==> src/rtl/bme_pkg.sv <==
package bme_pkg;
  localparam int WORD_BYTES = 4;

  typedef enum logic [2:0] {
    S_IDLE  = 3'd0,
    S_SIZE  = 3'd1,
    S_DEST  = 3'd2,
    S_READ  = 3'd3,
    S_WRITE = 3'd4
  } bme_state_e;
endpackage

==> src/rtl/bme_ptr.sv <==
module bme_ptr #(
  parameter int AW = 32
) (
  input  logic          clk,
  input  logic          rst_n,
  input  logic          load_rd,
  input  logic [AW-1:0] base,
  input  logic          rd_adv,
  input  logic          load_wr,
  input  logic [AW-1:0] dest,
  input  logic          wr_adv,
  output logic [AW-1:0] rd_ptr,
  output logic [AW-1:0] wr_ptr
);
  import bme_pkg::*;

  function automatic logic [AW-1:0] next_word(input logic [AW-1:0] a);
    return a + AW'(WORD_BYTES);
  endfunction

  always_ff @(posedge clk or negedge rst_n) begin
    if (!rst_n) begin
      rd_ptr <= '0;
      wr_ptr <= '0;
    end else begin
      if (load_rd)     rd_ptr <= base;
      else if (rd_adv) rd_ptr <= next_word(rd_ptr);
      if (load_wr)     wr_ptr <= dest;
      else if (wr_adv) wr_ptr <= next_word(wr_ptr);
    end
  end

  // list pointer only moves on a load or a completed read
  p_rd_hold_r3: assert property (@(posedge clk) disable iff (!rst_n)
    !load_rd && !rd_adv |=> $stable(rd_ptr));
  // destination pointer only moves on a load or a completed write
  p_wr_hold_r4: assert property (@(posedge clk) disable iff (!rst_n)
    !load_wr && !wr_adv |=> $stable(wr_ptr));
endmodule

==> src/rtl/bme_count.sv <==
module bme_count #(
  parameter int CW   = 16,
  parameter int RCW  = 9,
  parameter int RMAX = 256
) (
  input  logic           clk,
  input  logic           rst_n,
  input  logic           clear,
  input  logic           word_inc,
  input  logic           rec_inc,
  output logic [CW-1:0]  words,
  output logic [RCW-1:0] recs
);
  always_ff @(posedge clk or negedge rst_n) begin
    if (!rst_n) begin
      words <= '0;
      recs  <= '0;
    end else if (clear) begin
      words <= '0;
      recs  <= '0;
    end else begin
      if (word_inc) words <= words + CW'(1);
      if (rec_inc)  recs  <= recs + RCW'(1);
    end
  end

  // the record tally never passes the ceiling
  p_rec_bound_r8: assert property (@(posedge clk) disable iff (!rst_n)
    recs <= RCW'(RMAX));
endmodule

==> src/rtl/pcb_move_exec.sv <==
module pcb_move_exec #(
  parameter int AW          = 32,
  parameter int DW          = 32,
  parameter int CW          = 16,
  parameter int MAX_RECORDS = 256
) (
  input  logic          clk,
  input  logic          rst_n,
  input  logic          start,
  input  logic          status_go,
  input  logic [AW-1:0] list_base,
  output logic          mem_req,
  output logic          mem_we,
  output logic [AW-1:0] mem_addr,
  output logic [DW-1:0] mem_wdata,
  input  logic [DW-1:0] mem_rdata,
  input  logic          mem_ready,
  output logic          busy,
  output logic          done,
  output logic          limit_err,
  output logic [CW-1:0] words_moved
);
  import bme_pkg::*;

  localparam int RCW = $clog2(MAX_RECORDS + 1);

  bme_state_e     state_q;
  logic [DW-1:0]  remain_q;
  logic [DW-1:0]  data_q;
  logic           done_q;
  logic           err_q;
  logic [AW-1:0]  rd_ptr, wr_ptr;
  logic [RCW-1:0] rec_cnt;

  // named internal events
  logic hs, accept, rd_adv, wr_adv, load_wr, size_zero, at_limit, rec_inc, last_word;

  function automatic logic is_last(input logic [DW-1:0] r);
    return r == DW'(1);
  endfunction

  assign hs        = mem_req && mem_ready;
  assign accept    = (state_q == S_IDLE) && start && status_go;
  assign size_zero = (mem_rdata == '0);
  assign at_limit  = (rec_cnt == RCW'(MAX_RECORDS));
  assign rd_adv    = hs && (state_q inside {S_SIZE, S_DEST, S_READ});
  assign wr_adv    = hs && (state_q == S_WRITE);
  assign load_wr   = hs && (state_q == S_DEST);
  assign rec_inc   = hs && (state_q == S_SIZE) && !size_zero && !at_limit;
  assign last_word = is_last(remain_q);

  always_ff @(posedge clk or negedge rst_n) begin
    if (!rst_n) begin
      state_q  <= S_IDLE;
      remain_q <= '0;
      data_q   <= '0;
      done_q   <= 1'b0;
      err_q    <= 1'b0;
    end else begin
      done_q <= 1'b0;
      unique case (state_q)
        S_IDLE: begin
          if (accept) begin
            err_q   <= 1'b0;
            state_q <= S_SIZE;
          end
        end
        S_SIZE: begin
          if (hs) begin
            if (size_zero) begin
              done_q  <= 1'b1;
              state_q <= S_IDLE;
            end else if (at_limit) begin
              done_q  <= 1'b1;
              err_q   <= 1'b1;
              state_q <= S_IDLE;
            end else begin
              remain_q <= mem_rdata;
              state_q  <= S_DEST;
            end
          end
        end
        S_DEST: if (hs) state_q <= S_READ;
        S_READ: begin
          if (hs) begin
            data_q  <= mem_rdata;
            state_q <= S_WRITE;
          end
        end
        S_WRITE: begin
          if (hs) begin
            remain_q <= remain_q - DW'(1);
            state_q  <= last_word ? S_SIZE : S_READ;
          end
        end
        default: state_q <= S_IDLE;
      endcase
    end
  end

  bme_ptr #(.AW(AW)) u_ptr (
    .clk    (clk),
    .rst_n  (rst_n),
    .load_rd(accept),
    .base   (list_base),
    .rd_adv (rd_adv),
    .load_wr(load_wr),
    .dest   (mem_rdata[AW-1:0]),
    .wr_adv (wr_adv),
    .rd_ptr (rd_ptr),
    .wr_ptr (wr_ptr)
  );

  bme_count #(.CW(CW), .RCW(RCW), .RMAX(MAX_RECORDS)) u_count (
    .clk     (clk),
    .rst_n   (rst_n),
    .clear   (accept),
    .word_inc(wr_adv),
    .rec_inc (rec_inc),
    .words   (words_moved),
    .recs    (rec_cnt)
  );

  assign busy      = (state_q != S_IDLE);
  assign mem_req   = busy;
  assign mem_we    = (state_q == S_WRITE);
  assign mem_addr  = mem_we ? wr_ptr : rd_ptr;
  assign mem_wdata = data_q;
  assign done      = done_q;
  assign limit_err = err_q;

  // a start without the enable bit leaves the engine idle
  p_go_gate_r1: assert property (@(posedge clk) disable iff (!rst_n)
    !busy && start && !status_go |=> !busy);
  // no request accompanies the end pulse
  p_quiet_at_end_r5: assert property (@(posedge clk) disable iff (!rst_n)
    done |-> !mem_req);
  // a stalled request keeps its command, address and data
  p_hold_req_r6: assert property (@(posedge clk) disable iff (!rst_n)
    mem_req && !mem_ready |=> mem_req && $stable(mem_addr) && $stable(mem_we) && $stable(mem_wdata));
  // done lasts one cycle
  p_done_pulse_r7: assert property (@(posedge clk) disable iff (!rst_n)
    done |=> !done);
  // the word total holds while idle without a start
  p_count_hold_r7: assert property (@(posedge clk) disable iff (!rst_n)
    !busy && !(start && status_go) |=> $stable(words_moved));
  // the error flag only appears with the end pulse
  p_err_with_done_r8: assert property (@(posedge clk) disable iff (!rst_n)
    $rose(limit_err) |-> done);
endmodule

==> config.mk <==
export PLATFORM = sky130hd
export DESIGN_NAME = pcb_move_exec
export DESIGN_NICKNAME = d
export VERILOG_FILES = /design/src/rtl/bme_pkg.sv /design/src/rtl/bme_ptr.sv /design/src/rtl/bme_count.sv /design/src/rtl/pcb_move_exec.sv
export SDC_FILE = /design/constraint.sdc
export NUM_CORES = 1
export LEC_CHECK = 0
export BUFFER_PORTS_ARGS = -buffer_cell sky130_fd_sc_hd__buf_2
export CORE_ASPECT_RATIO = 1.4
export CORE_MARGIN = 4
export CORE_UTILIZATION = 29
export DETAILED_ROUTE_END_ITERATION = 10
export HOLD_SLACK_MARGIN = 0.06
export PLACE_DENSITY_LB_ADDON = 0.1
export SETUP_SLACK_MARGIN = 0.05
export SYNTH_ARGS = -nofsm -noshare
export SYNTH_HDL_FRONTEND = slang
export SYNTH_SLANG_ARGS = --single-unit
export TNS_END_PERCENT = 100
==> constraint.sdc <==
create_clock -name clk -period 4.16 [get_ports clk]
set_input_delay 0.416 -clock clk [delete_from_list [all_inputs] [get_ports clk]]
set_output_delay 0.416 -clock clk [all_outputs]
set_load 0.01 [all_outputs]
==> out/qor.yml <==
synthTopCellsByCount: "237 x nand2_1, 158 x dfrtp_1, 53 x clkbuf_1, 49 x nor2_1, 45 x o21ai_1"
cts_max_path_buffers: 2
final_util: 0.356
synth_cells: 1020
grt_usage: 0.190
gp_congestion: 0.798
htree_levels: 4
setup_violations: 0
ff2ff_setup_slack_ns: 1.34
grt_start_max_net_pins: 95
numCtsBuffers: 17
critPathKind: "reg -> out"
synth-seq-cells: 158
slew_violations: 0
die_h_um: 215
detailed_place_hpwl_mm: 22.9
ir_drop_uv: 301
grt_overflow: 0
core_area_mm2: 0.0301
synth_largest_area_cell: "dfrtp_1"
worstSetupStartpointType: "flop"
cap_violations: 0
power_density_mw_per_mm2: 665
drt_wl_total_mm: 31.8
design.die.area_mm2: 0.0337
root_buffer: "clkbuf_16"
r2r_end: "remain_q[13]"
areaGrowthSynthToFinish_pct: 20.3
synth_nets: 1096
min_period_ns: 3.14
reg2regPathDepth: 7
finalHoldViolations: 0
clk_pin_slew_ns: 0.06
synth_edf_count: 0
syn_area_mm2: 0.00892
ys_async_sr_fraction: 1.00
hp-class: "in -> async"
drtIter0Drc: 546
boundaryPins: 154
max_slew_margin: 0.323
crit_path_end_kind: "output port"
period_share: 0.755
tritoncts: "built"
yosys_warnings: 0
cts_hold_buf: 0
dr_total_vias: 8252
drive_gt1_frac: 0.210
clock_sinks: 158
start_util: 0.296
power_leakage_uw: 0.00460
cts_resized: 0
synth_top_area_frac: 0.443
status: "completed"
synth_area_leaders: "dfrtp_1 44%, nand2_1 10%, mux2_2 3.7%"
viasPerCell: 5.33
rsz0062_at_grt: "no"
setup_slack_ns: 1.02
r2r-start: "state_q[0]"
first_pass_iters: 5
seq_area_frac_synth: 0.443
total_power_uw: 7130
fp-row-count: 75
drc_errors: 0
pre_cts_slack_ns: 1.34
port_buffers: 153
fin_nets: 1227
cp_max_fo: 53
worst_pin_slew_ns: 1.01
diodes: 0
wl_per_cell_um: 20.5
synth_cell_type_count: 66
ant_nets: 0
max_freq_mhz: 319
grt_pass1_wl_mm: 50.1
antenna_found_initial: 0
critPathRequiredTime_ns: 3.74
insertion_delay_ns: 0.43
grt_pass1_vias: 8475
cts_setup_buffers: 0
fin_setup_tns_ns: 0
fin_worst_skew_ns: 0.0112
post-synth-top-count-cell: "nand2_1"
die_x_um: 156
synth_ff_type: "dfrtp_1"
cp.arrival_ns: 2.72
postSynthAreaPerCell_um2: 8.74
cells in the final DEF (no fill, tap or decap), types with 16 or more instances in the layout:
master / instances
or3_1: 16
dfrtp_1: 158
clkbuf_16: 17
xnor2_1: 24
o221ai_1: 25
nand4_1: 34
nand3_1: 43
nor3_1: 35
a21oi_1: 31
buf_4: 19
xor2_1: 26
nand2_1: 236
buf_2: 152
mux2_2: 29
o21ai_1: 45
nor2_1: 48
nor4_1: 21
kinds of logic after synthesis:
| family | count (synthesis) | synth area share |
|---|---|---|
| AND/OR/NAND/NOR | 501 | 0.270 |
| flip-flops | 158 | 0.443 |
| XOR/XNOR | 50 | 0.0491 |
| adder cells (fa/ha/maj) | 7 | 0.00982 |
| buffers and inverters | 74 | 0.0327 |
| AO/OA/AOI/OAI | 191 | 0.147 |
| multiplexers | 39 | 0.0484 |
final cells by class:
cell class | instances | area [µm²]
Inverter | 14 | 52.6
Fill cell | 3160 | 19400
Clock inverter | 10 | 124
Tap cell | 385 | 482
Timing Repair Buffer | 172 | 915
Multi-Input combinational cell | 788 | 4710
Clock buffer | 22 | 494
Sequential cell | 158 | 3950
power by group:
| group | total (µW) | internal, µW | switching, µW |
|---|---|---|---|
| Combinational | 2500 | 1090 | 1420 |
| Sequential | 2960 | 2180 | 781 |
| Clock | 1670 | 975 | 699 |
| Total | 7130 | 4240 | 2900 |
flip-flops by register name, indices dropped and copies added (netlist names):
register / count
state_q: 3
limit_err: 1
u_ptr.wr_ptr: 32
mem_wdata: 32
remain_q: 32
u_count.words: 16
u_count.recs: 9
done: 1
u_ptr.rd_ptr: 32
per-stage QoR:
stage,instance area (µm²),hold WS [ns],std cells
after floorplan,8920,0.120,1020
after global placement,10100,0.460,1517
after detailed placement,10100,0.465,1517
after CTS,10700,0.124,1549
after global routing,10700,0.157,1549
final,10700,0.0508,1549
critical path, stage by stage, from the launching register on:
cell	delay (ns)
dfrtp_1	0.51
nor2_1	0.48
nand2_2	0.12
inv_2	0.73
nand2_1	0.16
nand2_1	0.14
buf_2	0.14
routing by layer:
metal | share of wire | track usage | up-vias
li1 | - | - | 3970
met3 | 0.049 | 0.0325 | 40
met4 | 0.024 | 0.0590 | 0
met5 | 0 | 0 | -
met1 | 0.43 | 0.247 | 4009
met2 | 0.50 | 0.324 | 233
how the worst max path moves through the flow:
stage	from	to	slack (ns)	cells past startpoint
2_1_floorplan	remain_q[12]	remain_q[28]	1.62	7
3_3_place_gp	state_q[0]	remain_q[13]	1.41	7
3_5_place_dp	state_q[0]	remain_q[13]	1.34	7
4_1_cts	state_q[0]	mem_addr[7]	0.98	6
5_1_grt	state_q[0]	mem_addr[7]	0.75	6
6_report	state_q[0]	mem_addr[7]	1.02	6
Power figures use the tool's default switching activity.
